$ cat src/rtl/crcchk_pkg.sv
package crcchk_pkg;

    localparam int BYTE_W  = 8;
    localparam int FRAME_W = 2 * BYTE_W;
    localparam int CRC_W   = BYTE_W;

    typedef logic [BYTE_W-1:0]  byte_t;
    typedef logic [CRC_W-1:0]   crc_t;
    typedef logic [FRAME_W-1:0] frame_t;

    typedef enum logic {
        FK_DATA  = 1'b0,
        FK_CHECK = 1'b1
    } frame_kind_e;

    // Decoded frame carried from the decoder to the accumulator
    typedef struct packed {
        logic        take;   // frame accepted this cycle
        frame_kind_e kind;
        byte_t       op;     // upper byte, folded first
        byte_t       arg;    // lower byte
    } frame_dec_t;

    // Fold one byte into a CRC, MSB first, no reflection
    function automatic crc_t crc_fold_byte(crc_t acc, byte_t din, crc_t poly);
        crc_t r;
        r = acc ^ din;
        for (int b = 0; b < BYTE_W; b++) begin
            if (r[CRC_W-1]) r = (r << 1) ^ poly;
            else            r = r << 1;
        end
        return r;
    endfunction

endpackage

$ cat src/rtl/crcchk_accum.sv
module crcchk_accum
    import crcchk_pkg::*;
#(
    parameter crc_t POLY = 8'h2F,
    parameter crc_t SEED = 8'hFF
) (
    input  logic       clk,
    input  logic       rst,
    input  logic       clr_crc,
    input  frame_dec_t dec,
    output crc_t       crc_q,
    output logic       mismatch
);

    crc_t after_op;
    crc_t after_arg;

    always_comb begin
        after_op  = crc_fold_byte(crc_q, dec.op, POLY);
        after_arg = crc_fold_byte(after_op, dec.arg, POLY);
        mismatch  = dec.take && (dec.kind == FK_CHECK) && (after_op != dec.arg);
    end

    always_ff @(posedge clk) begin
        if (rst || clr_crc) begin
            crc_q <= SEED;
        end else if (dec.take) begin
            if (dec.kind == FK_CHECK) crc_q <= SEED;
            else                      crc_q <= after_arg;
        end
    end

    AST_CLEAR_RESEEDS: assert property (@(posedge clk) disable iff (rst)
        clr_crc |=> (crc_q == SEED));

    AST_CHECK_RESEEDS: assert property (@(posedge clk) disable iff (rst)
        (dec.take && dec.kind == FK_CHECK) |=> (crc_q == SEED));

    AST_IDLE_HOLD: assert property (@(posedge clk) disable iff (rst)
        (!dec.take && !clr_crc) |=> $stable(crc_q));

    AST_NO_MISMATCH_ON_DATA: assert property (@(posedge clk) disable iff (rst)
        (dec.kind == FK_DATA || !dec.take) |-> !mismatch);

endmodule

$ cat config.mk
export PLATFORM = sky130hd
export DESIGN_NAME = crcchk_accum
export DESIGN_NICKNAME = d
export VERILOG_FILES = /design/src/rtl/crcchk_pkg.sv /design/src/rtl/crcchk_accum.sv
export SDC_FILE = /design/constraint.sdc
export NUM_CORES = 1
export LEC_CHECK = 0
export BUFFER_PORTS_ARGS = -buffer_cell sky130_fd_sc_hd__buf_4
export CORE_MARGIN = 1
export CORE_UTILIZATION = 25
export DETAILED_ROUTE_END_ITERATION = 7
export GPL_ROUTABILITY_DRIVEN = 0
export MAX_ROUTING_LAYER = met4
export SETUP_SLACK_MARGIN = 0.5
export SLEW_MARGIN = 20
export SYNTH_ARGS = -nofsm -noshare
export SYNTH_HDL_FRONTEND = slang
export SYNTH_SLANG_ARGS = --single-unit
$ cat constraint.sdc
create_clock -name clk -period 2.9 [get_ports clk]
set_input_delay 0.435 -clock clk [delete_from_list [all_inputs] [get_ports clk]]
set_output_delay 0.435 -clock clk [all_outputs]
set_load 0.01 [all_outputs]
* After elaboration in Yosys (flattened, before gate mapping)
Cells that the tools add are included.
** Operators by class
- Multiplexer cells :: 17
- Bitwise operators :: 18
- Reduce and logical (&&, ||, !) cells :: 3
- Equal/unequal tests :: 1
** Operators by type and width (count)
- two-way mux 6 bit :: 16
- inverter 5 bit :: 16
- bitwise XOR 8 bit :: 2
- two-way mux 8 bit :: 1
- != test 8 bit :: 1
- logical AND 1 bit :: 2
- logical OR 1 bit :: 1
** Storage, ports and cells
- Output and inout bits :: 9
- Logic and storage cells :: 40
- Register bits after elaboration :: 8

* Depth between registers and ports, before layout
Gate-level depths: netlist of the first run.
- Depth after elaboration :: 35
- Depth in mapped cells :: 9

* Worst setup path after synthesis of the first run
No wires, ideal clock.
- Path type :: input to output
- Start :: in dec[14] in the netlist's numbering
- End :: out mismatch
- Arrival time :: 1956 ps
- Slack :: 509 ps
- Required time :: 2465 ps
- Stages on the path :: 6
- Cell sequence :: xnor2_2 xnor3_1 xor2_1 xor2_1 o211a_1 a31oi_1
** On the way
- Longest elaborated chain between the ends :: 13
- Elaborated cells between the ends (all ways) :: 16
- Classes of those cells :: eq/ne: 1; mux: 7; bitwise: 7; reduce/logical: 1
** Ends and longest elaborated chain
- start, declared :: line crcchk_accum.sv:10 : input frame_dec_t dec,
- bitwise XOR 8 bit * :: line crcchk_pkg.sv:27 : r = acc ^ din;
- two-way mux 6 bit * :: line crcchk_pkg.sv:29 : if (r[CRC_W-1]) r = (r << 1) ^ poly;
- inverter 5 bit (no source line)
- two-way mux 6 bit :: line crcchk_pkg.sv:29
- inverter 5 bit (no source line)
- two-way mux 6 bit :: line crcchk_pkg.sv:29
- inverter 5 bit (no source line)
- two-way mux 6 bit (2 in series) :: line crcchk_pkg.sv:29
- inverter 5 bit (no source line)
- two-way mux 6 bit :: line crcchk_pkg.sv:29
- != test 8 bit * :: line crcchk_accum.sv:21 : mismatch = dec.take && (dec.kind == FK_CHECK) && (after_op != dec.arg);
- logical AND 1 bit * :: line crcchk_accum.sv:21
- end, declared :: line crcchk_accum.sv:12 : output logic mismatch
Mark *: on every way between the ends. The rest lies on a longest branch, timed or not.

* Worst setup path after layout of the first run
- Start :: in dec[9] in the netlist's numbering
- End :: out mismatch
** On the way
- Longest elaborated chain between the ends :: 13
** Ends and longest elaborated chain (line)
- bitwise XOR 8 bit * :: crcchk_pkg.sv:27
- inverter 5 bit (no source line)
- two-way mux 6 bit * :: crcchk_pkg.sv:29
- inverter 5 bit (no source line)
- two-way mux 6 bit * (2 in series) :: crcchk_pkg.sv:29
- inverter 5 bit (no source line)
- two-way mux 6 bit * (2 in series) :: crcchk_pkg.sv:29
- inverter 5 bit (no source line)
- two-way mux 6 bit :: crcchk_pkg.sv:29
- != test 8 bit * :: crcchk_accum.sv:21
- logical AND 1 bit * :: crcchk_accum.sv:21
Marks and branches as above.

==> flow_summary.toml, run 1 <==
[yosys]
yosysWarnings = 0
ys_seq_area_share_pct = 14.43
syn_inst = 102
syn-cell-area_um2 = 1110
ys.flop_type = "dfxtp_1"
ys_ff_latch = 8
synthArstFlopShare_pct = 0
synth_edf_count = 0
synth_nets = 124
synth.avg_cell_area_um2 = 10.88
synth_cell_types = 29

[timing]
relSlewSlack_pct = 61.61
setup_viol = 0
clock.fmax_mhz = 398.7
finalHoldViolations = 0
rsz0062_at_grt = "true"
finClkSkew_ps = 1.792
fin_crit_ps = 2508
tns_ps = 0
fin_ws_ps = 391.9
period_share_pct = 86.49
tightest_slew_ps = 571.8
drv_slew = 0

[floorplanning]
core_area_um2 = 4144
row_count = 23
die-area_um2 = 4709
initial_utilization_pct = 26.78
pin_count = 30
die_x_um = 68.63
die_y_um = 68.63

[pwr]
p_leak_nw = 0.7010
powerDensity_nw_per_um2 = 1116
power_mw = 1.687
ir_drop_mv = 0.3674

[flow_run]
maxCapViolCount = 0

[routing]
dr.first_iter.drc_count = 17
vias = 849
wire_per_inst_um = 13.17
wl_um = 2462
drc = 0
firstDrtPassIters = 4
via_per_inst = 4.540
drtAntennaViolNets = 0

[global_routing]
grt_first_pass_wirelength_um = 3981
gr-total-overflow = 0
grt_max_degree = 11
antenna_found_initial = 0
grt.total_usage_pct = 12.23
first_global_vias = 869

[status]
status = "completed"

[worst_setup_path]
crit_path_top_delay_cell = "xnor3_2"
worst-path-max-fanout = 3
worstSetupPathType = "input pin to output port"
critPathCaptureType = "output port"
cp.arrival_ps = 2070
crit_path_start_kind = "input pin"
crit_required_ps = 2470
worstPathCellList = "buf_4, xnor2_4, xnor3_2, xnor2_2, and3_1, o211a_1, a31oi_1, buf_4"
path_buf_inv = 2
slowest_delay_ps = 520
cp_common_cell = "buf_4"
crit_family = "XOR/XNOR gates"

[finish]
diodes = 0
final_common_cell = "buf_4"
largest_reg_flops = 8
top_register = "crc_q"
fin_nets = 161
layout_common_cells = "buf_4 (33), xnor2_1 (24), nor2_1 (8)"
design_area_um2 = 1511
area_growth_pct = 36.19
utilization_pct = 36.47
final_layout_size_suffix_gt1_share_pct = 36.50
reg.largest.list = "crc_q (8)"

[clock_tree]
cts-buffers-inserted = 3
clockRootBuffer = "clkbuf_8"
hold_buffers = 0
cts_buffer_depth = 2
htree_levels = 1
cts_tree = "yes"
insertion_delay_ps = 230
path_clk_slew_ps = 40
cts_sinks = 8

[hold_path]
holdCritPathClass = "input pin to flip-flop"

[placement]
port_buffers = 29
post_dp_cell_area_um2 = 1401
dpl.hpwl_um = 2026
place_ws_ps = 330.3
-- layer usage --
metal  global-route usage (%)  vias to the layer above  wire length (um)
li1                         -                      424                 -
met1                    13.45                      396              1020
met5                        -                        -                 0
met4                    5.469                        0                38
met2                    21.20                       24              1270
met3                    2.467                        5               133
-- per-stage QoR --
step / hold WS, ps / cells
after CTS: 424.7 / 187
after detailed placement: 541.2 / 182
after global routing: 460.7 / 187
final: 429.0 / 187
after global placement: 525.2 / 182
after floorplan: 521.0 / 102
-- synthesized netlist by cell type (3+ instances only) --
cell type	number	share of area, %
xnor2_1	27	21
xor2_1	9	7.1
dfxtp_1	8	14
nor2_1	8	2.7
xnor3_1	7	14
nand2_1	6	2.0
xor3_1	5	11
nand2b_1	3	1.7
nor4_1	3	1.7
xnor2_2	3	4.4
-- tightest hold or removal path, delay by kind of cell --
| kind | cells | cell delay (ps) |
|---|---|---|
| buffers and inverters | 1 | 110 |
| and+or+nand+nor | 2 | 80 |
-- area by class of cell --
type                            instances  area (um2)
Inverter                                1       3.754
Tap cell                               50       62.56
Sequential cell                         8       163.9
Timing Repair Buffer                   33       247.7
Multi-Input combinational cell         92       992.2
Clock buffer                            3       41.29
Fill cell                             427        2633
-- report_power, final --
part / total [mW] / switching, mW / internal (mW)
Clock: 0.136 / 0.0456 / 0.0901
Combinational: 1.37 / 0.592 / 0.776
Sequential: 0.184 / 0.0439 / 0.140
-- timing repair --
action	4_1_cts	5_1_grt
resized for setup	8	1
setup buffers	2	0
setup endpoints to repair	1	1
pin swaps	8	1
-- path summary, 6_finish.rpt --
check / start / end / slack, ps / cells past startpoint
min reg2reg: crc_q[0]$_SDFFE_PP1P_ / crc_q[0]$_SDFFE_PP1P_ / 550 / 2
min: rst / crc_q[0]$_SDFFE_PP1P_ / 430 / 3
max: dec[9] / mismatch / 390 / 8
max reg2reg: crc_q[5]$_SDFFE_PP1P_ / crc_q[2]$_SDFFE_PP1P_ / 700 / 6
-- logic make-up after synthesis --
group           after synthesis  synth area share (%)
mux                           1                0.9020
buf+inv                       2                0.6758
xor+xnor                     54                 65.16
compound gates               10                 5.862
simple gates                 26                 11.84
fa+ha+maj                     1                 1.127
flops                         8                 14.43
(Power assumes the default switching activity.)
==> run 2, diff against run 1 <==
--- a/config.mk
+++ b/config.mk
@@ -6,6 +6,7 @@
 export NUM_CORES = 1
 export LEC_CHECK = 0
 export BUFFER_PORTS_ARGS = -buffer_cell sky130_fd_sc_hd__buf_4
+export CORE_ASPECT_RATIO = 1.2
 export CORE_MARGIN = 1
 export CORE_UTILIZATION = 25
 export DETAILED_ROUTE_END_ITERATION = 7
==> constraint.sdc (replaced) <==
create_clock -name clk -period 2.9 [get_ports clk]
set_input_delay 0.29 -clock clk [delete_from_list [all_inputs] [get_ports clk]]
set_output_delay 0.29 -clock clk [all_outputs]
set_load 0.01 [all_outputs]
==> flow_summary.toml, run 2 (same netlist as run 1, synthesis figures left out) <==
[status]
status = "completed"

[worst_setup_path]
r2r_slack_ps = 680
worst-path-max-fanout = 5
reg2regPathDepth = 6
timing.rr.end = "crc_q[2]$_SDFFE_PP1P_"
crit_path_start_kind = "flip-flop"
r2r-start = "crc_q[5]$_SDFFE_PP1P_"
cp.arrival_ps = 2100
crit_required_ps = 2610
critPathCaptureType = "output port"
worstSetupPathType = "flip-flop to output port"

[clock_tree]
insertion_delay_ps = 230
cts_tree = "yes"
cts_sinks = 8
hold_buffers = 0
clockRootBuffer = "clkbuf_8"
htree_levels = 1
cts_buffer_depth = 2
cts-buffers-inserted = 3
path_clk_slew_ps = 40

[floorplanning]
core_area_um2 = 4262
pin_count = 30
initial_utilization_pct = 26.04
die_x_um = 62.82
row_count = 26
die_y_um = 74.99
die-area_um2 = 4711

[global_routing]
grt.total_usage_pct = 11.13
first_global_vias = 880
antenna_found_initial = 0
grt_max_degree = 11
gr-total-overflow = 0
grt_first_pass_wirelength_um = 3891

[placement]
port_buffers = 29
dpl.hpwl_um = 1949

[pwr]
p_leak_nw = 0.7224
powerDensity_nw_per_um2 = 1075
ir_drop_mv = 0.3514
power_mw = 1.682

[finish]
diodes = 0
final_common_cell = "buf_4"
largest_reg_flops = 8
layout_common_cells = "buf_4 (37), xnor2_1 (24), nor2_1 (8)"
top_register = "crc_q"
reg.largest.list = "crc_q (8)"
area_growth_pct = 40.92
final_layout_size_suffix_gt1_share_pct = 39.01
fillerInstances = 442
utilization_pct = 36.70
fin_nets = 165

[routing]
via_per_inst = 4.371
wire_per_inst_um = 12.32
firstDrtPassIters = 4
wl_um = 2427
drtAntennaViolNets = 0
drc = 0
vias = 861
dr.first_iter.drc_count = 17

[timing]
setup_viol = 0
finalHoldViolations = 0
finClkSkew_ps = 0.6147
relSlewSlack_pct = 61.85
drv_slew = 0
fin_crit_ps = 2392
clock.fmax_mhz = 418.1
tightest_slew_ps = 568.1
rsz0062_at_grt = "true"
period_share_pct = 82.48
tns_ps = 0

[hold_path]
min_from = "rst"
holdCritPathClass = "input pin to flip-flop"
hold_depth = 3
min_to = "crc_q[0]$_SDFFE_PP1P_"

[flow_run]
maxCapViolCount = 0
==> run 2: cell count changes in the layout (fill, tap and decap cells not counted) <==
cell,delta
xnor2_2,-1
dfxtp_1,-1
buf_4,+4
xnor2_4,+1
dfxtp_4,+1
==> run 2: how the worst max path moves through the flow <==
stage	from	end	slack, ps	depth (start not counted)
after floorplan	crc_q[6]$_SDFFE_PP1P_	mismatch	690	6
after global placement	dec[11]	mismatch	530	8
after detailed placement	dec[11]	mismatch	430	8
after CTS	crc_q[1]$_SDFFE_PP1P_	mismatch	500	7
after global routing	crc_q[6]$_SDFFE_PP1P_	mismatch	420	7
final	crc_q[6]$_SDFFE_PP1P_	mismatch	510	7
==> run 2: cell type report <==
type / instances / area [um2] / area share [%]
Multi-Input combinational cell: 92 / 1003 / 64.16
Timing Repair Buffer: 37 / 277.8 / 17.76
Sequential cell: 8 / 167.7 / 10.72
Tap cell: 56 / 70.07 / 4.480
Clock buffer: 3 / 41.29 / 2.640
Inverter: 1 / 3.754 / 0.2400
==> run 2: what timing repair did <==
item                       CTS  global route
buffers inserted             2             6
pin swaps                    4             8
setup endpoints to repair    1             1
gates resized for setup      7             5
==> run 2: worst max-delay path, cell delays in order (launching register included) <==
cell and delay [ps]:
dfxtp_4 350, xnor2_4 230, xnor3_2 450, xnor2_2 170, and3_1 150, o211a_1 200
a31oi_1 160, buf_4 150
==> run 2: layer usage <==
metal / vias to the layer above / global-route usage [%] / share of wire, %
met5: - / - / 0
met1: 406 / 12.50 / 43
met4: 0 / 5.426 / 2.5
li1: 425 / - / -
met3: 7 / 1.970 / 3.8
met2: 23 / 19.32 / 50
==> run 2: power breakdown <==
| group | total, mW | switching [mW] | internal [mW] | leakage, nW |
|---|---|---|---|---|
| sequential | 0.185 | 0.0441 | 0.141 | 0.0652 |
| clock | 0.135 | 0.0449 | 0.0900 | 0.0216 |
| combinational | 1.36 | 0.578 | 0.784 | 0.636 |
==> run 2: per-stage QoR <==
step / area (um2) / setup slack [ps] / hold WS, ps / std cells
floorplan: 1110 / 686.9 / 376.0 / 102
global placement: 1394 / 532.7 / 517.3 / 186
detailed placement: 1394 / 430.5 / 526.6 / 186
CTS: 1483 / 501.9 / 290.2 / 191
global route: 1564 / 416.1 / 318.7 / 197
finish: 1564 / 508.0 / 292.5 / 197
